File: src/rtl/dacrx_pkg.sv
package dacrx_pkg;
  // Strobes from the control module to the datapath
  typedef struct packed {
    logic clear;   // new frame: empty the shift register
    logic shift;   // capture one data bit
    logic commit;  // this shift is the final bit: load the outputs
  } frameStrobes_t;
endpackage

File: src/rtl/dacrx_ctrl.sv
module dacrx_ctrl
  import dacrx_pkg::*;
#(
  parameter int FRAME_BITS  = 24,
  parameter int SYNC_STAGES = 2
) (
  input  logic          clk,
  input  logic          rstN,
  input  logic          syncN,
  input  logic          sclk,
  input  logic          din,
  output frameStrobes_t strobes,
  output logic          dinBit,
  output logic          abortStb
);
  localparam int CNT_W = $clog2(FRAME_BITS + 1);
  localparam int N_IN = 3;
  // Idle levels: sync high, sclk high, data low
  localparam logic [N_IN-1:0] IDLE_LVL = 3'b110;

  logic [N_IN-1:0] rawIn, syncedIn;
  assign rawIn = {syncN, sclk, din};

  for (genvar g = 0; g < N_IN; g++) begin : gSync
    logic [SYNC_STAGES-1:0] pipe;
    always_ff @(posedge clk or negedge rstN) begin
      if (!rstN) pipe <= {SYNC_STAGES{IDLE_LVL[g]}};
      else       pipe <= {pipe[SYNC_STAGES-2:0], rawIn[g]};
    end
    assign syncedIn[g] = pipe[SYNC_STAGES-1];
  end

  logic syncS, sclkS;
  assign syncS  = syncedIn[2];
  assign sclkS  = syncedIn[1];
  assign dinBit = syncedIn[0];

  logic syncPrev, sclkPrev, frameActive;
  logic [CNT_W-1:0] bitCount;

  logic syncFall, syncRise, sclkFall, frameDone;
  assign syncFall  = syncPrev & ~syncS;
  assign syncRise  = ~syncPrev & syncS;
  assign sclkFall  = sclkPrev & ~sclkS;
  assign frameDone = (bitCount == CNT_W'(FRAME_BITS));

  always_comb begin
    strobes.clear  = syncFall;
    strobes.shift  = frameActive & ~syncS & sclkFall & ~frameDone;
    strobes.commit = strobes.shift & (bitCount == CNT_W'(FRAME_BITS - 1));
  end

  always_ff @(posedge clk or negedge rstN) begin
    if (!rstN) begin
      syncPrev    <= 1'b1;
      sclkPrev    <= 1'b1;
      frameActive <= 1'b0;
      bitCount    <= '0;
      abortStb    <= 1'b0;
    end else begin
      syncPrev <= syncS;
      sclkPrev <= sclkS;
      abortStb <= syncRise & frameActive & ~frameDone;
      if (syncFall) begin
        frameActive <= 1'b1;
        bitCount    <= '0;
      end else begin
        if (syncRise) frameActive <= 1'b0;
        if (strobes.shift) bitCount <= bitCount + 1'b1;
      end
    end
  end

  AST_COUNT_LIMIT: assert property (@(posedge clk) disable iff (!rstN)
    bitCount <= CNT_W'(FRAME_BITS));
  AST_SATURATED_HOLD: assert property (@(posedge clk) disable iff (!rstN)
    (frameDone && !syncFall) |=> (bitCount == CNT_W'(FRAME_BITS)) || $past(syncFall));
  AST_ABORT_PULSE: assert property (@(posedge clk) disable iff (!rstN)
    abortStb |=> !abortStb);
  AST_COMMIT_IN_FRAME: assert property (@(posedge clk) disable iff (!rstN)
    strobes.commit |-> frameActive && !syncS);
  AST_NO_SHIFT_IDLE: assert property (@(posedge clk) disable iff (!rstN)
    syncS |-> !strobes.shift);
  AST_EXCLUSIVE: assert property (@(posedge clk) disable iff (!rstN)
    !(strobes.commit && abortStb));
endmodule

File: src/rtl/dacrx_dp.sv
module dacrx_dp
  import dacrx_pkg::*;
#(
  parameter int FRAME_BITS = 24,
  parameter int CODE_BITS  = 16,
  parameter int MODE_BITS  = 2,
  parameter bit TWOS_COMP  = 1'b1
) (
  input  logic                 clk,
  input  logic                 rstN,
  input  frameStrobes_t        strobes,
  input  logic                 dinBit,
  output logic [CODE_BITS-1:0] dacCode,
  output logic [MODE_BITS-1:0] pwrMode,
  output logic                 updateStb
);
  // Midscale depends on the coding: 0 in two's complement, half range in offset binary
  localparam logic [CODE_BITS-1:0] MID_CODE =
    TWOS_COMP ? '0 : CODE_BITS'(1) << (CODE_BITS - 1);

  logic [FRAME_BITS-1:0] shiftReg, nextShift;
  assign nextShift = {shiftReg[FRAME_BITS-2:0], dinBit};

  always_ff @(posedge clk or negedge rstN) begin
    if (!rstN) begin
      shiftReg  <= '0;
      dacCode   <= MID_CODE;
      pwrMode   <= '0;
      updateStb <= 1'b0;
    end else begin
      updateStb <= strobes.commit;
      if (strobes.clear)      shiftReg <= '0;
      else if (strobes.shift) shiftReg <= nextShift;
      if (strobes.commit) begin
        dacCode <= nextShift[CODE_BITS-1:0];
        pwrMode <= nextShift[CODE_BITS +: MODE_BITS];
      end
    end
  end

  AST_HOLD_CODE: assert property (@(posedge clk) disable iff (!rstN)
    !strobes.commit |=> $stable(dacCode) && $stable(pwrMode));
  AST_UPDATE_PULSE: assert property (@(posedge clk) disable iff (!rstN)
    updateStb |=> !updateStb);
endmodule

File: src/rtl/dac_frame_rx.sv
module dac_frame_rx
  import dacrx_pkg::*;
#(
  parameter int FRAME_BITS  = 24,
  parameter int CODE_BITS   = 16,
  parameter int MODE_BITS   = 2,
  parameter int SYNC_STAGES = 2
) (
  input  logic                 clk,
  input  logic                 rstN,
  input  logic                 syncN,
  input  logic                 sclk,
  input  logic                 din,
  output logic [CODE_BITS-1:0] dacCode,
  output logic [MODE_BITS-1:0] pwrMode,
  output logic                 updateStb,
  output logic                 abortStb
);
  frameStrobes_t strobes;
  logic dinBit;

  dacrx_ctrl #(.FRAME_BITS(FRAME_BITS), .SYNC_STAGES(SYNC_STAGES)) i_ctrl (
    .clk(clk), .rstN(rstN), .syncN(syncN), .sclk(sclk), .din(din),
    .strobes(strobes), .dinBit(dinBit), .abortStb(abortStb)
  );

  dacrx_dp #(.FRAME_BITS(FRAME_BITS), .CODE_BITS(CODE_BITS),
             .MODE_BITS(MODE_BITS), .TWOS_COMP(1'b1)) i_dp (
    .clk(clk), .rstN(rstN), .strobes(strobes), .dinBit(dinBit),
    .dacCode(dacCode), .pwrMode(pwrMode), .updateStb(updateStb)
  );

  AST_STROBES_APART: assert property (@(posedge clk) disable iff (!rstN)
    !(updateStb && abortStb));
endmodule

File: config.mk
export PLATFORM = sky130hd
export DESIGN_NAME = dac_frame_rx
export DESIGN_NICKNAME = d
export VERILOG_FILES = /design/src/rtl/dacrx_pkg.sv /design/src/rtl/dacrx_ctrl.sv /design/src/rtl/dacrx_dp.sv /design/src/rtl/dac_frame_rx.sv
export SDC_FILE = /design/constraint.sdc
export NUM_CORES = 1
export LEC_CHECK = 0
export BUFFER_PORTS_ARGS = -buffer_cell sky130_fd_sc_hd__buf_2
export CAP_MARGIN = 20
export CELL_PAD_IN_SITES_DETAIL_PLACEMENT = 0
export CELL_PAD_IN_SITES_GLOBAL_PLACEMENT = 1
export CORE_AREA = 5 5 99 101
export CTS_CLUSTER_DIAMETER = 200
export DETAILED_ROUTE_END_ITERATION = 7
export DIE_AREA = 0 0 104 106
export PLACE_DENSITY = 0.53
export SYNTH_ARGS = -nofsm -noshare
export SYNTH_HDL_FRONTEND = slang
export SYNTH_SLANG_ARGS = --single-unit
File: constraint.sdc
create_clock -name clk -period 3.17 [get_ports clk]
set_clock_uncertainty 0.1 [all_clocks]
set_input_delay 0.634 -clock clk [delete_from_list [all_inputs] [get_ports clk]]
set_output_delay 0.634 -clock clk [all_outputs]
set_load 0.005 [all_outputs]
### Word-level counts from Yosys, hierarchy flattened

Cells that the tools add are included.

| storage, ports and cells | value |
|---|---|
| bits in registers | 51 |
| output and inout bits | 20 |
| logic and storage cells | 36 |

| cells by class | value |
|---|---|
| $add $sub $neg | 1 |
| eq/ne operators | 2 |
| multiplexer cells | 6 |
| bitwise operators | 13 |
| reductions and logical operators | 2 |

Operators with widths:

| kind | number |
|---|---|
| 17-bit two-way mux | 2 |
| 5-bit equality test, second input constant | 2 |
| 5-bit two-way mux | 2 |
| 1-bit bitwise AND | 9 |
| 5-bit by 1-bit adder with 5-bit output, second input constant | 1 |
| 1-bit inverter | 4 |
| 2-bit nonzero test | 2 |
| 1-bit two-way mux | 2 |

### Logic depth before layout (Yosys ltp)

Gate-level depths: netlist of the first run.

| logic depth | value |
|---|---|
| depth after elaboration | 6 |
| depth in mapped cells | 7 |
| depth with buffers taken out | 5 |

### Modules after synthesis

A second synthesis of the first run with hierarchy kept.

| unflattened totals | value |
|---|---|
| cell total of the unflattened synthesis | 145 |
| area, all modules | 2090.8 µm² |

Modules (own cells, without submodules):

| module | times used | cells an instance | area each (µm²) |
|---|---|---|---|
| dacrx_dp | 1 | 94 | 1441.4 |
| dacrx_ctrl | 1 | 51 | 649.4 |

### Worst setup path before layout of the first run

OpenSTA, ideal clock, no wires.

| path | value |
|---|---|
| path kind | reg2reg |
| start | reg i_ctrl.bitCount[0] |
| end | reg i_dp.dacCode[10] |
| arrival time | 1400 ps |
| data required time | 2945 ps |
| path slack | 1545 ps |
| cell stages (with the launch flop) | 6 |
| buffers on the path | 1 |
| cell sequence | dfrtp_1 -> ha_1 -> nand4b_4 -> nor2_8 -> buf_12 -> mux2_4 |

RTL lines:

| element | RTL line | source |
|---|---|---|
| start, declared | dacrx_ctrl.sv:39 | `logic [CNT_W-1:0] bitCount;` |
| start signal, assigned | dacrx_ctrl.sv:69 | `if (strobes.shift) bitCount <= bitCount + 1'b1;` |
| end signal, assigned | dacrx_dp.sv:35 | `dacCode <= nextShift[CODE_BITS-1:0];` |
| end, declared | dacrx_dp.sv:13 | `output logic [CODE_BITS-1:0] dacCode,` |

==> summary.txt, run 1 <==
Route
  – Via Count: about 1200
  – Vias per cell: 4.13
  – ANT nets after route: 0
  – WL/cell: ~13 µm
  – DRC errors left: 0
  – Starting DRT DRC Count: 60
  – Pre-Repair DR Iteration Count: 4
  – Detailed Route WL: 3.72 mm

Power and ir drop
  – Peak VDD IR: around 0.18 mV
  – Clock power frac: 0.362
  – Sw Pwr: ~0.26 mW
  – Pleak: 1.19 nW
  – Cell Pwr Density: 452 nW/µm²
  – Pwr Total: between 1 and 1.5 mW
  – Sequential share of power: 0.599
  – Sw Share: 0.232
  – Internal power: 0.858 mW
  – Comb pwr share: 0.039

GRT
  – First-pass GRT wire length: 6.59 mm
  – Initial antenna violation count: 0
  – Vias in the first global route: 1247
  – Total track usage: 0.0738
  – Largest net degree at the start of global routing: 52
  – GR Overflow Total: 0

Critical path
  – Critical path arrival: 1.96 ns
  – Crit-path max cell delay: 0.68 ns
  – Req. time, crit path: 3.27 ns
  – Worst setup path start: i_ctrl.syncPrev
  – Worst R2R Setup Slack: 1.30 ns
  – Slowest CP cell: ha_1
  – Worst reg2reg path depth: 4
  – CP max FO: 27
  – Critical path destination: i_ctrl.bitCount[2]
  – Critical Path Sink Type: flop
  – Delay-heaviest family, CP: adder cells
  – Reg2reg start: i_ctrl.syncPrev
  – Crit path buffers/inverters: 0
  – Crit start category: flop
  – WP depth: 4
  – Reg2reg end: i_ctrl.bitCount[2]
  – WS Path Type: reg -> reg
  – Crit path cell chain: ha_1 > or2b_1 > a21oi_1 > a31o_2

Logic synthesis
  – Synth area leaders: dfrtp_1 (52%), mux2i_1 (7.4%), dfstp_2 (7.3%)
  – Sequential-to-total area share from yosys stat: 0.594
  – Synth Net Count: 153
  – Async S/R FF share, synth: 1.00
  – Yosys top cell by area: dfrtp_1
  – Most frequent cell after synthesis: dfrtp_1
  – Synth Flop Type: dfrtp_1
  – Top post-synthesis cells by count: dfrtp_1 (45), nand2b_1 (18), mux2i_1 (16), mux2_2 (10), mux2_4 (9)
  – Yosys top cell area share: 0.521
  – Synth Register Bits: slightly above 50
  – Yosys warnings: 0
  – Avg Cell Area, Syn: 15.0 µm²
  – Post-Syn Area: 2160 µm²
  – Netlist cell types: 26
  – Cells after Synth: 144
  – Number of flops mapped to enable cells by yosys: 0

Place
  – GP Congestion: 0.654
  – HPWL after DPL: 2.32 mm
  – Number of I/O port buffers: 24

Timing
  – Final setup vio count: 0
  – Measured slew at the worst slew-check pin: 0.809 ns
  – Pins Over Slew Limit: 0
  – Final Hold Viols: 0
  – Final min period: between 1.5 and 2 ns
  – Slew HR: 0.461
  – Final Cycle Share: 0.589
  – Max Freq: around 540 MHz
  – RSZ-0062 raised after global routing: false
  – Setup TNS: 0 ns

Clocking
  – TritonCTS clock tree: built
  – H-tree Lvls: 2
  – Gates resized, CTS repair: 0
  – CTS Hold Bufs: 0
  – Setup Fix Bufs, Post-CTS: 0
  – Clock Root Buffer: clkbuf_8
  – Num CTS Buffers: 5
  – Worst-Skew Late Latency: around 0.31 ns
  – Reg clk slew, reported paths: ~0.090 ns
  – Longest Clk Path Bufs: 2
  – # clock sinks: 51

Floorplanning
  – IO Count: 25
  – Total die area: 11000 µm²
  – Die X: 104 µm
  – DIE HEIGHT: 106 µm
  – Initial core utilization: 0.242
  – Site row count: 35
  – Core Area: around 8900 µm²

Finish
  – Ant. Diodes: 0
  – Share of layout cells above drive strength 1: 0.386
  – Area grow syn2layout: 14.4%
  – Nets: 179
  – FILL cells: about 960

Run
  – Max-Cap Viols: 0

Hold path
  – Hold path startpoint: i_ctrl.gSync[1].pipe[0]
  – WHS Path Cells: 0
  – HP Class: reg -> reg

Status
  – Status: completed
-- worst min path at each step --
stage,end,slack [ns]
floorplan,i_ctrl.gSync[0].pipe[1],0.23
global placement,i_ctrl.gSync[0].pipe[1],0.23
detailed placement,i_ctrl.gSync[0].pipe[1],0.24
CTS,i_ctrl.gSync[1].pipe[1],0.26
global route,i_ctrl.gSync[1].pipe[1],0.26
finish,i_ctrl.gSync[1].pipe[1],0.26
-- per-layer routing --
layer | track usage | routed length (µm) | part of all wire | vias to the layer above
met2 | 0.107 | 1680 | 0.45 | 17
li1 | - | - | - | 552
met1 | 0.103 | 1890 | 0.51 | 592
met3 | 0.0146 | 54 | 0.015 | 5
met5 | 0 | 0 | 0 | -
met4 | 0.0389 | 91 | 0.024 | 0
-- cell usage in the layout (no fill, tap or decap) --
cell type   count
a21oi_1         3
a31o_2          1
and2_4          1
and3_1          1
and4bb_2        1
buf_2          24
buf_4           1
clkbuf_8        6
clkinv_4        1
clkinvlp_4      1
dfrtp_1        45
dfstp_2         6
ha_1            4
inv_1           4
mux2_2         10
mux2_4          9
mux2i_1        16
nand2b_1       18
nand3_1         3
nand4b_1        2
nand4b_4        2
nand4bb_4       1
nor2_1          2
nor2_8          1
o21ai_0         4
o31ai_2         1
or2b_1          1
or3_1           2
-- registers in the layout, indices dropped and copies added, names as in the netlist --
name / flops
i_dp.shiftReg: 17
i_dp.dacCode: 16
i_ctrl.gSync.pipe: 6
i_ctrl.bitCount: 5
i_dp.pwrMode: 2
i_ctrl.abortStb: 1
i_ctrl.frameActive: 1
i_ctrl.sclkPrev: 1
i_ctrl.syncPrev: 1
i_dp.updateStb: 1
-- cell families (layout without fill, tap and decap cells) --
logic type / count (synthesis) / count (layout) / synth area share
simple gates: 35 / 35 / 0.137
buf+inv: 10 / 37 / 0.0318
fa+ha+maj: 4 / 4 / 0.0231
compound gates: 9 / 9 / 0.0260
mux: 35 / 35 / 0.189
flops: 51 / 51 / 0.594
-- power by group through the flow --
stage	sequential (mW)	clock, mW	combinational (mW)
2_1_floorplan	0.681	0	0.0248
3_3_place_gp	0.682	0	0.0454
3_5_place_dp	0.683	0	0.0454
4_1_cts	0.670	0.429	0.0454
5_1_grt	0.671	0.453	0.0497
6_report	0.670	0.404	0.0434
-- area by class of cell --
class | instances | area (µm²) | share of cell area
multi-input combinational | 83 | 810 | 0.327
clock inverter | 2 | 16.3 | 0.00658
timing repair buffer | 25 | 128 | 0.0516
sequential | 51 | 1280 | 0.519
tap | 111 | 139 | 0.0561
inverter | 4 | 15.0 | 0.00607
clock buffer | 6 | 82.6 | 0.0334
-- per-stage QoR --
step	cells	utilization	hold slack [ns]	setup WS [ns]	instance area (µm²)
after global routing	282	0.277	0.265	1.18	2470
final	282	0.277	0.260	1.30	2470
after detailed placement	274	0.266	0.240	1.30	2370
after CTS	282	0.277	0.262	1.28	2470
after floorplan	144	-	0.231	1.54	2160
after global placement	274	0.266	0.234	1.30	2370
No activity file was read; power rests on OpenSTA's default activity.
==> run 2: changes to the inputs <==
Settings changed: PLACE_DENSITY 0.53 to 0.55.
Clock period 3.17 ns to 1.6 ns, I/O delays scaled along.
==> run 2 against run 1 <==
Net effect: setup slack lost 1.3 ns; worst hold slack lost 0.0061 ns; die area is the same; non-clock buffer count grew 18; wire length grew 8.9%; register-to-register slack lost 1.3 ns; sequential share of layout area shrank 5.2 points; first-iteration DRC count shrank 50%; flip-flop and latch count is the same; final area grew 11%; critical path depth is the same; clock-buffer cell count shrank 1; largest cell class unchanged.
==> summary.txt, run 2 (synthesis gave the netlist of run 1 again) <==
Place
  – Post-place setup slack: 0.00229 ns (was 1.30 ns)
  – GP Congestion: 0.712 (was 0.654)
  – HPWL after DPL: 2.61 mm (was 2.32 mm)
  – Number of I/O port buffers: 24 (unchanged)
  – # placed instances: 286 (was 274)

Finish
  – Max reg flops: 17 (unchanged)
  – Share of layout cells above drive strength 1: 0.437 (was 0.386)
  – Commonest non-fill, non-tap cells in the layout: dfrtp_1 (45), buf_2 (24), nand2b_1 (18), mux2_4 (18), mux2i_1 (16) (was dfrtp_1 (45), buf_2 (24), nand2b_1 (18), mux2i_1 (16), mux2_2 (10))
  – Most flops, register: i_dp.shiftReg (unchanged)
  – Ant. Diodes: 0 (unchanged)
  – Finished Layout Cells: 301 (was 282)
  – Commonest non-fill, non-tap cell in the layout: dfrtp_1 (unchanged)
  – Biggest regs: i_dp.shiftReg x17, i_dp.dacCode x16, i_ctrl.gSync.pipe x6 (unchanged)
  – Area grow syn2layout: 27.1% (was 14.4%)
  – Nets: 198 (was 179)

Clocking
  – Clock Root Buffer: clkbuf_8 (unchanged)
  – Reg clk slew, reported paths: 0.09 ns (about the same)
  – Worst-Skew Late Latency: 0.31 ns (about the same)
  – Num CTS Buffers: 5 (unchanged)
  – TritonCTS clock tree: built (unchanged)
  – H-tree Lvls: 2 (unchanged)
  – # clock sinks: 51 (unchanged)
  – Longest Clk Path Bufs: 2 (unchanged)

Route
  – Max Used Layer: met4 (unchanged)
  – Routed wl met3: 146 µm (was 54 µm)
  – Vias per cell: 4.13 (about the same)
  – Detailed Route WL: 4.04 mm (was 3.72 mm)
  – ANT nets after route: 0 (unchanged)
  – Routed length on met2: 1.87 mm (was 1.68 mm)
  – Via Count: 1244 (was 1166)
  – WL/cell: 13.4 µm (was 13.2 µm)
  – Pre-Repair DR Iteration Count: 4 (unchanged)
  – Starting DRT DRC Count: 30 (was 60)
  – Met1 wire length: 1.96 mm (was 1.89 mm)
  – DRC errors left: 0 (unchanged)

Floorplanning
  – Core Area: 8930 µm² (unchanged)
  – IO Count: 25 (unchanged)
  – Total die area: 11000 µm² (unchanged)
  – Die X: 104 µm (unchanged)
  – Site row count: 35 (unchanged)
  – DIE HEIGHT: 106 µm (unchanged)
  – Initial core utilization: 0.242 (unchanged)

Timing
  – Final Hold Viols: 0 (unchanged)
  – Final Cycle Share: 0.984 (was 0.589)
  – RSZ-0062 raised after global routing: true (was false)
  – Final setup margin: 0.0249 ns (was 1.30 ns)
  – Final min period: 1.58 ns (was 1.87 ns)
  – Final setup vio count: 0 (unchanged)
  – Slew HR: 0.804 (was 0.461)
  – Measured slew at the worst slew-check pin: 0.295 ns (was 0.809 ns)
  – Hold Slack: 0.254 ns (was 0.260 ns)
  – Pins Over Slew Limit: 0 (unchanged)
  – Max Freq: 635 MHz (was 536 MHz)

GRT
  – Largest net degree at the start of global routing: 52 (unchanged)
  – Vias in the first global route: 1345 (was 1247)
  – Initial antenna violation count: 0 (unchanged)
  – Total track usage: 0.0758 (was 0.0738)
  – GR Overflow Total: 0 (unchanged)
  – First-pass GRT wire length: 6.73 mm (was 6.59 mm)

Power and ir drop
  – Cell Pwr Density: 859 nW/µm² (was 452 nW/µm²)
  – Comb pwr share: 0.047 (was 0.039)
  – Internal power: 1.84 mW (was 0.858 mW)
  – Clock power frac: 0.390 (was 0.362)
  – Peak VDD IR: 0.354 mV (was 0.185 mV)
  – Sw Pwr: 0.522 mW (was 0.259 mW)
  – Sequential share of power: 0.563 (was 0.599)
  – Pleak: 1.32 nW (was 1.19 nW)
  – Sw Share: 0.221 (was 0.232)

Critical path
  – CP max FO: 7 (was 27)
  – WS Path Type: reg -> reg (unchanged)
  – Critical path arrival: 1.67 ns (was 1.96 ns)
  – Crit path buffers/inverters: 1 (was 0)
  – Critical Path Sink Type: flop (unchanged)
  – Req. time, crit path: 1.70 ns (was 3.27 ns)
  – Crit-path max cell delay: 0.56 ns (was 0.68 ns)
  – Crit start category: flop (unchanged)
  – Delay-heaviest family, CP: flip-flops (was adder cells)
  – Crit path cell chain: nand4bb_4 > nor2_8 > clkbuf_16 > mux2_4 (was ha_1 > or2b_1 > a21oi_1 > a31o_2)
  – Slowest CP cell: dfstp_2 (was ha_1)

Hold path
  – HP Class: reg -> reg (unchanged)

Run
  – Max-Cap Viols: 0 (unchanged)

Status
  – Status: completed (unchanged)
[run 2: worst register-to-register path, delay by kind of cell, from the launching register on]
family,cells,cell delay (ns)
buffers and inverters,1,0.18
flip-flops,1,0.56
multiplexers,1,0.29
AND/OR/NAND/NOR,2,0.34
[run 2: worst paths after layout]
kind | start | to | slack (ns) | cells after the start
hold reg to reg | i_ctrl.gSync[0].pipe[0] | i_ctrl.gSync[0].pipe[1] | 0.25 | 0
setup / recovery | i_ctrl.sclkPrev | i_dp.dacCode[12] | 0.02 | 4
setup reg to reg | i_ctrl.sclkPrev | i_dp.dacCode[12] | 0.02 | 4
hold / removal | i_ctrl.gSync[0].pipe[0] | i_ctrl.gSync[0].pipe[1] | 0.25 | 0
max in group asynchronous | rstN | i_ctrl.sclkPrev | 0.67 | 3
min in group asynchronous | rstN | i_dp.dacCode[5] | 0.40 | 3
[run 2: power by group through the flow]
| stage | sequential [mW] | combinational, mW | clock [mW] |
|---|---|---|---|
| 2_1_floorplan | 1.35 | 0.0495 | 0 |
| 3_3_place_gp | 1.35 | 0.104 | 0 |
| 3_5_place_dp | 1.35 | 0.103 | 0 |
| 4_1_cts | 1.33 | 0.111 | 0.955 |
| 5_1_grt | 1.33 | 0.125 | 0.999 |
| 6_report | 1.33 | 0.112 | 0.920 |
[run 2: repair_timing]
item	4_1_cts	5_1_grt
setup endpoints to repair	7	18
hold buffers	3	1
cloned	1	1
setup buffers	1	0
pin swaps	1	1
endpoints found under the hold margin	47	1
gates resized for setup	1	14
[run 2: cell type report]
type / instances / area [µm²]
clock inverter: 3 / 46.3
fill: 930 / 6190
inverter: 4 / 15.0
tap: 111 / 139
clock buffer: 5 / 68.8
timing repair buffer: 43 / 327
sequential: 51 / 1280
multi-input combinational: 84 / 868
[run 2: layer usage]
metal | global-route usage | vias up
met1 | 0.0965 | 631
met3 | 0.0231 | 6
met5 | 0 | -
met4 | 0.0305 | 0
met2 | 0.120 | 19
li1 | - | 588
[run 2: stage by stage]
step	power (mW)	utilization	setup TNS (ns)	area, µm²
after floorplan	1.40	-	0	2180
after global placement	1.46	0.280	0	2500
after detailed placement	1.46	0.280	0	2500
after CTS	2.39	0.298	0	2660
after global routing	2.46	0.308	-0.113	2750
final	2.36	0.308	0	2750
